## src/rtl/vit_acs_pkg.sv

```systemverilog
package vit_acs_pkg;

    // Expected coded pair for a K-bit tap word: {G0 output, G1 output}
    function automatic logic [1:0] code_pair(input int unsigned tap,
                                             input int unsigned g0,
                                             input int unsigned g1);
        logic [31:0] t0;
        logic [31:0] t1;
        t0 = tap & g0;
        t1 = tap & g1;
        return {^t0, ^t1};
    endfunction

    // Hamming distance between two 2-bit pairs
    function automatic logic [1:0] hamming2(input logic [1:0] a,
                                            input logic [1:0] b);
        logic [1:0] x;
        x = a ^ b;
        return {1'b0, x[1]} + {1'b0, x[0]};
    endfunction

    // Result of one compare-select
    typedef struct packed {
        logic odd_wins;
    } acs_sel_t;

endpackage

```

## src/rtl/vit_acs_cell.sv

```systemverilog
module vit_acs_cell #(
    parameter int W = 8
) (
    input  logic [W-1:0] m_even,
    input  logic [W-1:0] m_odd,
    input  logic [1:0]   bm_even,
    input  logic [1:0]   bm_odd,
    input  logic [W-1:0] offset,
    output logic [W-1:0] m_new,
    output logic         sel
);
    import vit_acs_pkg::*;

    logic [W-1:0] cand_e;
    logic [W-1:0] cand_o;
    acs_sel_t     pick;

    always_comb begin
        cand_e        = m_even - offset + {{(W-2){1'b0}}, bm_even};
        cand_o        = m_odd  - offset + {{(W-2){1'b0}}, bm_odd};
        pick.odd_wins = (cand_o < cand_e);
        m_new         = pick.odd_wins ? cand_o : cand_e;
        sel           = pick.odd_wins;
    end
endmodule

```

## src/rtl/vit_bfly.sv

```systemverilog
module vit_bfly #(
    parameter int          K   = 5,
    parameter int          W   = 8,
    parameter int unsigned G0  = 19,
    parameter int unsigned G1  = 29,
    parameter int          IDX = 0
) (
    input  logic [W-1:0] pm_even,
    input  logic [W-1:0] pm_odd,
    input  logic [1:0]   sym,
    input  logic [W-1:0] offset,
    output logic [W-1:0] pm_lo,
    output logic [W-1:0] pm_hi,
    output logic         dec_lo,
    output logic         dec_hi
);
    import vit_acs_pkg::*;

    localparam int unsigned PE    = 2 * IDX;
    localparam int unsigned PO    = 2 * IDX + 1;
    localparam int unsigned UBIT  = 1 << (K - 1);
    localparam logic [1:0]  EX_LE = code_pair(PE, G0, G1);
    localparam logic [1:0]  EX_LO = code_pair(PO, G0, G1);
    localparam logic [1:0]  EX_HE = code_pair(UBIT | PE, G0, G1);
    localparam logic [1:0]  EX_HO = code_pair(UBIT | PO, G0, G1);

    logic [1:0] bm_le, bm_lo, bm_he, bm_ho;

    always_comb begin
        bm_le = hamming2(sym, EX_LE);
        bm_lo = hamming2(sym, EX_LO);
        bm_he = hamming2(sym, EX_HE);
        bm_ho = hamming2(sym, EX_HO);
    end

    vit_acs_cell #(.W(W)) u_lo (
        .m_even (pm_even), .m_odd (pm_odd),
        .bm_even(bm_le),   .bm_odd(bm_lo),
        .offset (offset),  .m_new (pm_lo), .sel(dec_lo)
    );

    vit_acs_cell #(.W(W)) u_hi (
        .m_even (pm_even), .m_odd (pm_odd),
        .bm_even(bm_he),   .bm_odd(bm_ho),
        .offset (offset),  .m_new (pm_hi), .sel(dec_hi)
    );
endmodule

```

## src/rtl/vit_min_find.sv

```systemverilog
module vit_min_find #(
    parameter int N = 16,
    parameter int W = 8
) (
    input  logic [W-1:0] vals [N],
    output logic [W-1:0] min_val
);
    always_comb begin
        min_val = vals[0];
        for (int i = 1; i < N; i++) begin
            if (vals[i] < min_val) min_val = vals[i];
        end
    end
endmodule

```

## src/rtl/vit_acs_unit.sv

```systemverilog
module vit_acs_unit #(
    parameter  int          K  = 5,
    parameter  int          W  = 8,
    parameter  int unsigned G0 = 19,
    parameter  int unsigned G1 = 29,
    localparam int          NS = 1 << (K - 1)
) (
    input  logic            clk,
    input  logic            rst,
    input  logic            sym_valid,
    input  logic [1:0]      sym,
    output logic            dec_valid,
    output logic [NS-1:0]   dec,
    output logic [NS*W-1:0] pm_out
);
    localparam int         HALF_NS = NS / 2;
    localparam logic [W-1:0] HALF  = W'(1) << (W - 1);
    localparam logic [W-1:0] INIT  = W'(1) << (W - 2);

    logic [W-1:0] pm_q   [NS];
    logic [W-1:0] pm_nxt [NS];
    logic [NS-1:0] dec_nxt;
    logic [W-1:0] old_min;
    logic [W-1:0] offset;

    vit_min_find #(.N(NS), .W(W)) u_min (
        .vals   (pm_q),
        .min_val(old_min)
    );

    assign offset = (old_min >= HALF) ? HALF : '0;

    for (genvar b = 0; b < HALF_NS; b++) begin : g_bfly
        vit_bfly #(.K(K), .W(W), .G0(G0), .G1(G1), .IDX(b)) u_bf (
            .pm_even(pm_q[2*b]),
            .pm_odd (pm_q[2*b+1]),
            .sym    (sym),
            .offset (offset),
            .pm_lo  (pm_nxt[b]),
            .pm_hi  (pm_nxt[b+HALF_NS]),
            .dec_lo (dec_nxt[b]),
            .dec_hi (dec_nxt[b+HALF_NS])
        );
    end

    always_ff @(posedge clk) begin
        if (rst) begin
            for (int j = 0; j < NS; j++) pm_q[j] <= (j == 0) ? '0 : INIT;
            dec       <= '0;
            dec_valid <= 1'b0;
        end else begin
            dec_valid <= sym_valid;
            if (sym_valid) begin
                for (int j = 0; j < NS; j++) pm_q[j] <= pm_nxt[j];
                dec <= dec_nxt;
            end
        end
    end

    for (genvar j = 0; j < NS; j++) begin : g_out
        assign pm_out[j*W +: W] = pm_q[j];
    end
endmodule

```

## config.mk

```make
export PLATFORM = sky130hd
export DESIGN_NAME = vit_acs_unit
export DESIGN_NICKNAME = d
export VERILOG_FILES = /design/src/rtl/vit_acs_pkg.sv /design/src/rtl/vit_acs_cell.sv /design/src/rtl/vit_bfly.sv /design/src/rtl/vit_min_find.sv /design/src/rtl/vit_acs_unit.sv
export SDC_FILE = /design/constraint.sdc
export NUM_CORES = 1
export LEC_CHECK = 0
export BUFFER_PORTS_ARGS = -buffer_cell sky130_fd_sc_hd__buf_4
export CAP_MARGIN = 20
export CORE_MARGIN = 10
export CORE_UTILIZATION = 40
export DETAILED_ROUTE_END_ITERATION = 10
export PLACE_DENSITY = 0.68
export SKIP_CTS_REPAIR_TIMING = 1
export SLEW_MARGIN = 20
export SYNTH_ARGS = -nofsm -noshare
export SYNTH_HDL_FRONTEND = slang
export SYNTH_SLANG_ARGS = --single-unit
export TNS_END_PERCENT = 50
```

## constraint.sdc

```tcl
create_clock -name clk -period 83.6 [get_ports clk]
set_clock_uncertainty 0.05 [all_clocks]
set_input_delay 8.36 -clock clk [delete_from_list [all_inputs] [get_ports clk]]
set_output_delay 8.36 -clock clk [all_outputs]
set_load 0.03 [all_outputs]
```

==> results by group <==
Yosys
  • Flops & latches, synth: 145
  • Synthesized instance count: 2457
  • Top cell type's share of synthesized area: approximately 16%
  • YS warnings: 0
  • Async SR Flop Fraction: 0%
  • Sequential cell area fraction in the yosys report: 15.28%
  • Top cells by area, synth: ha_1 16%, dfxtp_1 15%, mux2i_1 7.5%, xnor2_1 6.5%, nor2_1 5.5%
  • Cell area after synthesis: 19000 um2
  • Top cells by count, synth: 280 x nor2_1, 245 x ha_1, 216 x nand2_1
  • Syn Nets: ~2700
  • Most used DFF post-synth: dfxtp_1
  • Distinct cells, synth: between 100 and 150
  • Synth area leader: ha_1
  • Post-synth EDFFs: 0
  • Syn_area_per_cell: 7.732 um2
  • Most frequent cell after synthesis: nor2_1

Clock tree
  • CTS tree: built
  • Clk_lat worst skew: around 0.46 ns
  • H-tree depth: 4
  • CTS root buf: clkbuf_16
  • CTS sink count: 145
  • CTS Buf Count: 17
  • CTS Buffer Depth: 2
  • Clock-pin slew on the worst setup and hold paths: about 0.07 ns

Job
  • # Max-Cap Violations: 0

Setup path
  • Worst Path Arrival: approximately 33 ns
  • Levels on crit path: between 100 and 150
  • Critical Path Max Stage Delay: 0.79 ns
  • CP Launch Type: register
  • Setup Crit Path Kind: register to register
  • Setup crit end kind: register
  • Cells on worst reg2reg path: ~140
  • Cell mode on critical path: ha_1
  • Worst Path Buf+Inv: 15
  • CP max FO: between 50 and 60
  • CP delay by family, top: compound AO/OA/AOI/OAI gates
  • CP max-delay cell: a21oi_1
  • Req. time, crit path: 83.92 ns

Drt
  • Starting DRT DRC Count: 1288
  • Drt first pass iters: 5
  • Vias: 18410
  • Routed length per placed instance: 21.33 um
  • Detailed Route WL: 67010 um
  • # DRC: 0
  • Post-route ant nets: 0
  • Via/cell ratio: 5.859

GRT
  • Vias in the first global route: about 18000
  • Total track usage: 22.93%
  • Initial antenna violation count: 0
  • GRT Residual Overflow: 0
  • Largest net degree at the start of global routing: 85
  • First-pass GRT wire length: 103500 um

Hold path
  • Hold path depth: 2
  • Hold Crit Class: register to register

STA
  • RSZ-0062 raised after global routing: no
  • Slew HR: 25.13%
  • Final setup viols: 0
  • Measured slew at the worst slew-check pin: 1.123 ns
  • Hold Vio Cnt, Final: 0
  • Fin Setup TNS: 0 ns
  • Slew Limit Fails: 0
  • Fin crit share: 39.26%
  • Final min period: 32.82 ns
  • Max Clock Freq: 30.47 MHz
  • Worst setup margin: 50.78 ns

Floorplanning
  • Core area: 46750 um2
  • Starting density of the core: 40.63%
  • # IOs: 150
  • Die X-Extent: 237.9 um
  • Die area: 56610 um2
  • # rows: 79
  • Chip height: about 240 um

Cells and area
  • Utilization after layout: 45.25%
  • Fin nets: ~2800
  • # diodes: 0
  • Area of the multi-input gates: 15080 um2
  • FF+latch area: approximately 2900 um2
  • Fill count: 4623
  • Share of cells above drive strength 1: 11.83%
  • Area Overhead vs Synth: 11.36%

Run status
  • Status: finished clean

Placed design
  • Input/output buffers: 149
  • Detail Placement HPWL: 51930 um
  • Routability Congestion: 0.9549
  • Place WS: 51.20 ns
==> state kept, by name, summed over array words and instances, names as in the netlist <==
signal and flops:
pm_out 128, dec_valid 1, dec 16
==> per-layer routing <==
metal | track usage, % | vias to the layer above | routed length [um]
li1 | - | 8777 | -
met1 | 28.93 | 8876 | 28900
met2 | 39.39 | 659 | 31800
met3 | 4.023 | 96 | 4903
met4 | 6.370 | 0 | 1408
met5 | 0 | - | 0
==> placed cells by master, fill, tap and decap left out, types with 18 or more instances in the layout <==
cell type and instances:
ha_1 245, nor3_1 18, o21ai_0 141, dfxtp_1 145, a211oi_1 37, inv_1 133
nand3_1 74, a31oi_1 21, buf_4 169, xnor2_1 141, nand2_1 216, a21o_1 38
or3_1 20, mux2_2 18, a21oi_1 157, or2_2 19, nand2b_1 51, mux2i_1 143
fa_1 32, nor2b_1 50, xor2_1 81, nand4_1 28, nor2_1 280
==> per-stage QoR <==
| step | hold slack (ns) | instance area [um2] | instances |
|---|---|---|---|
| after floorplan | 0.5811 | 19000 | 2457 |
| final | 0.4537 | 21160 | 3142 |
| after detailed placement | 0.4374 | 20510 | 3108 |
| after global routing | 0.4771 | 21160 | 3142 |
| after CTS | 0.4611 | 21120 | 3140 |
| after global placement | 0.4240 | 20510 | 3108 |
==> cells by family after synthesis <==
group                      after synthesis  share of synthesized area [%]
AOI/OAI and AO/OA                      564                          19.95
xor gates and xnor gates               222                          10.24
adders and majority gates              284                          19.88
buffers and inverters                  261                          5.427
DFF                                    145                          15.28
muxes                                  169                          9.214
and+or+nand+nor                        812                          20.02
==> worst reg2reg max path: cells and delay by family (launching register included) <==
family,cells,cell delay [ns]
xor+xnor,1,0.24
fa+ha+maj,16,4.80
flops,1,0.68
simple gates,39,7.71
compound gates,59,13.96
buf+inv,15,2.16
mux,9,3.16
==> cell type report <==
class / count / area share [%]
clock inverters: 15 / 0.8872
clock buffers: 17 / 2.011
multi-input cells: 2051 / 71.29
flip-flops and latches: 145 / 13.72
repair buffers: 171 / 6.086
well taps: 607 / 3.590
inverters: 136 / 2.413
==> worst paths after layout <==
check                                       startpoint                      end  slack [ns]
worst max-delay path            pm_out[2]$_SDFFE_PP0P_  pm_out[15]$_SDFFE_PP0P_       50.78
worst min-delay path               dec[0]$_SDFFE_PP0P_      dec[0]$_SDFFE_PP0P_        0.45
worst min register to register     dec[0]$_SDFFE_PP0P_      dec[0]$_SDFFE_PP0P_        0.45
worst max register to register  pm_out[2]$_SDFFE_PP0P_  pm_out[15]$_SDFFE_PP0P_       50.78
Power is not shown: default switching activity piles up to over one toggle a cycle in this logic, so the estimate is an artifact.
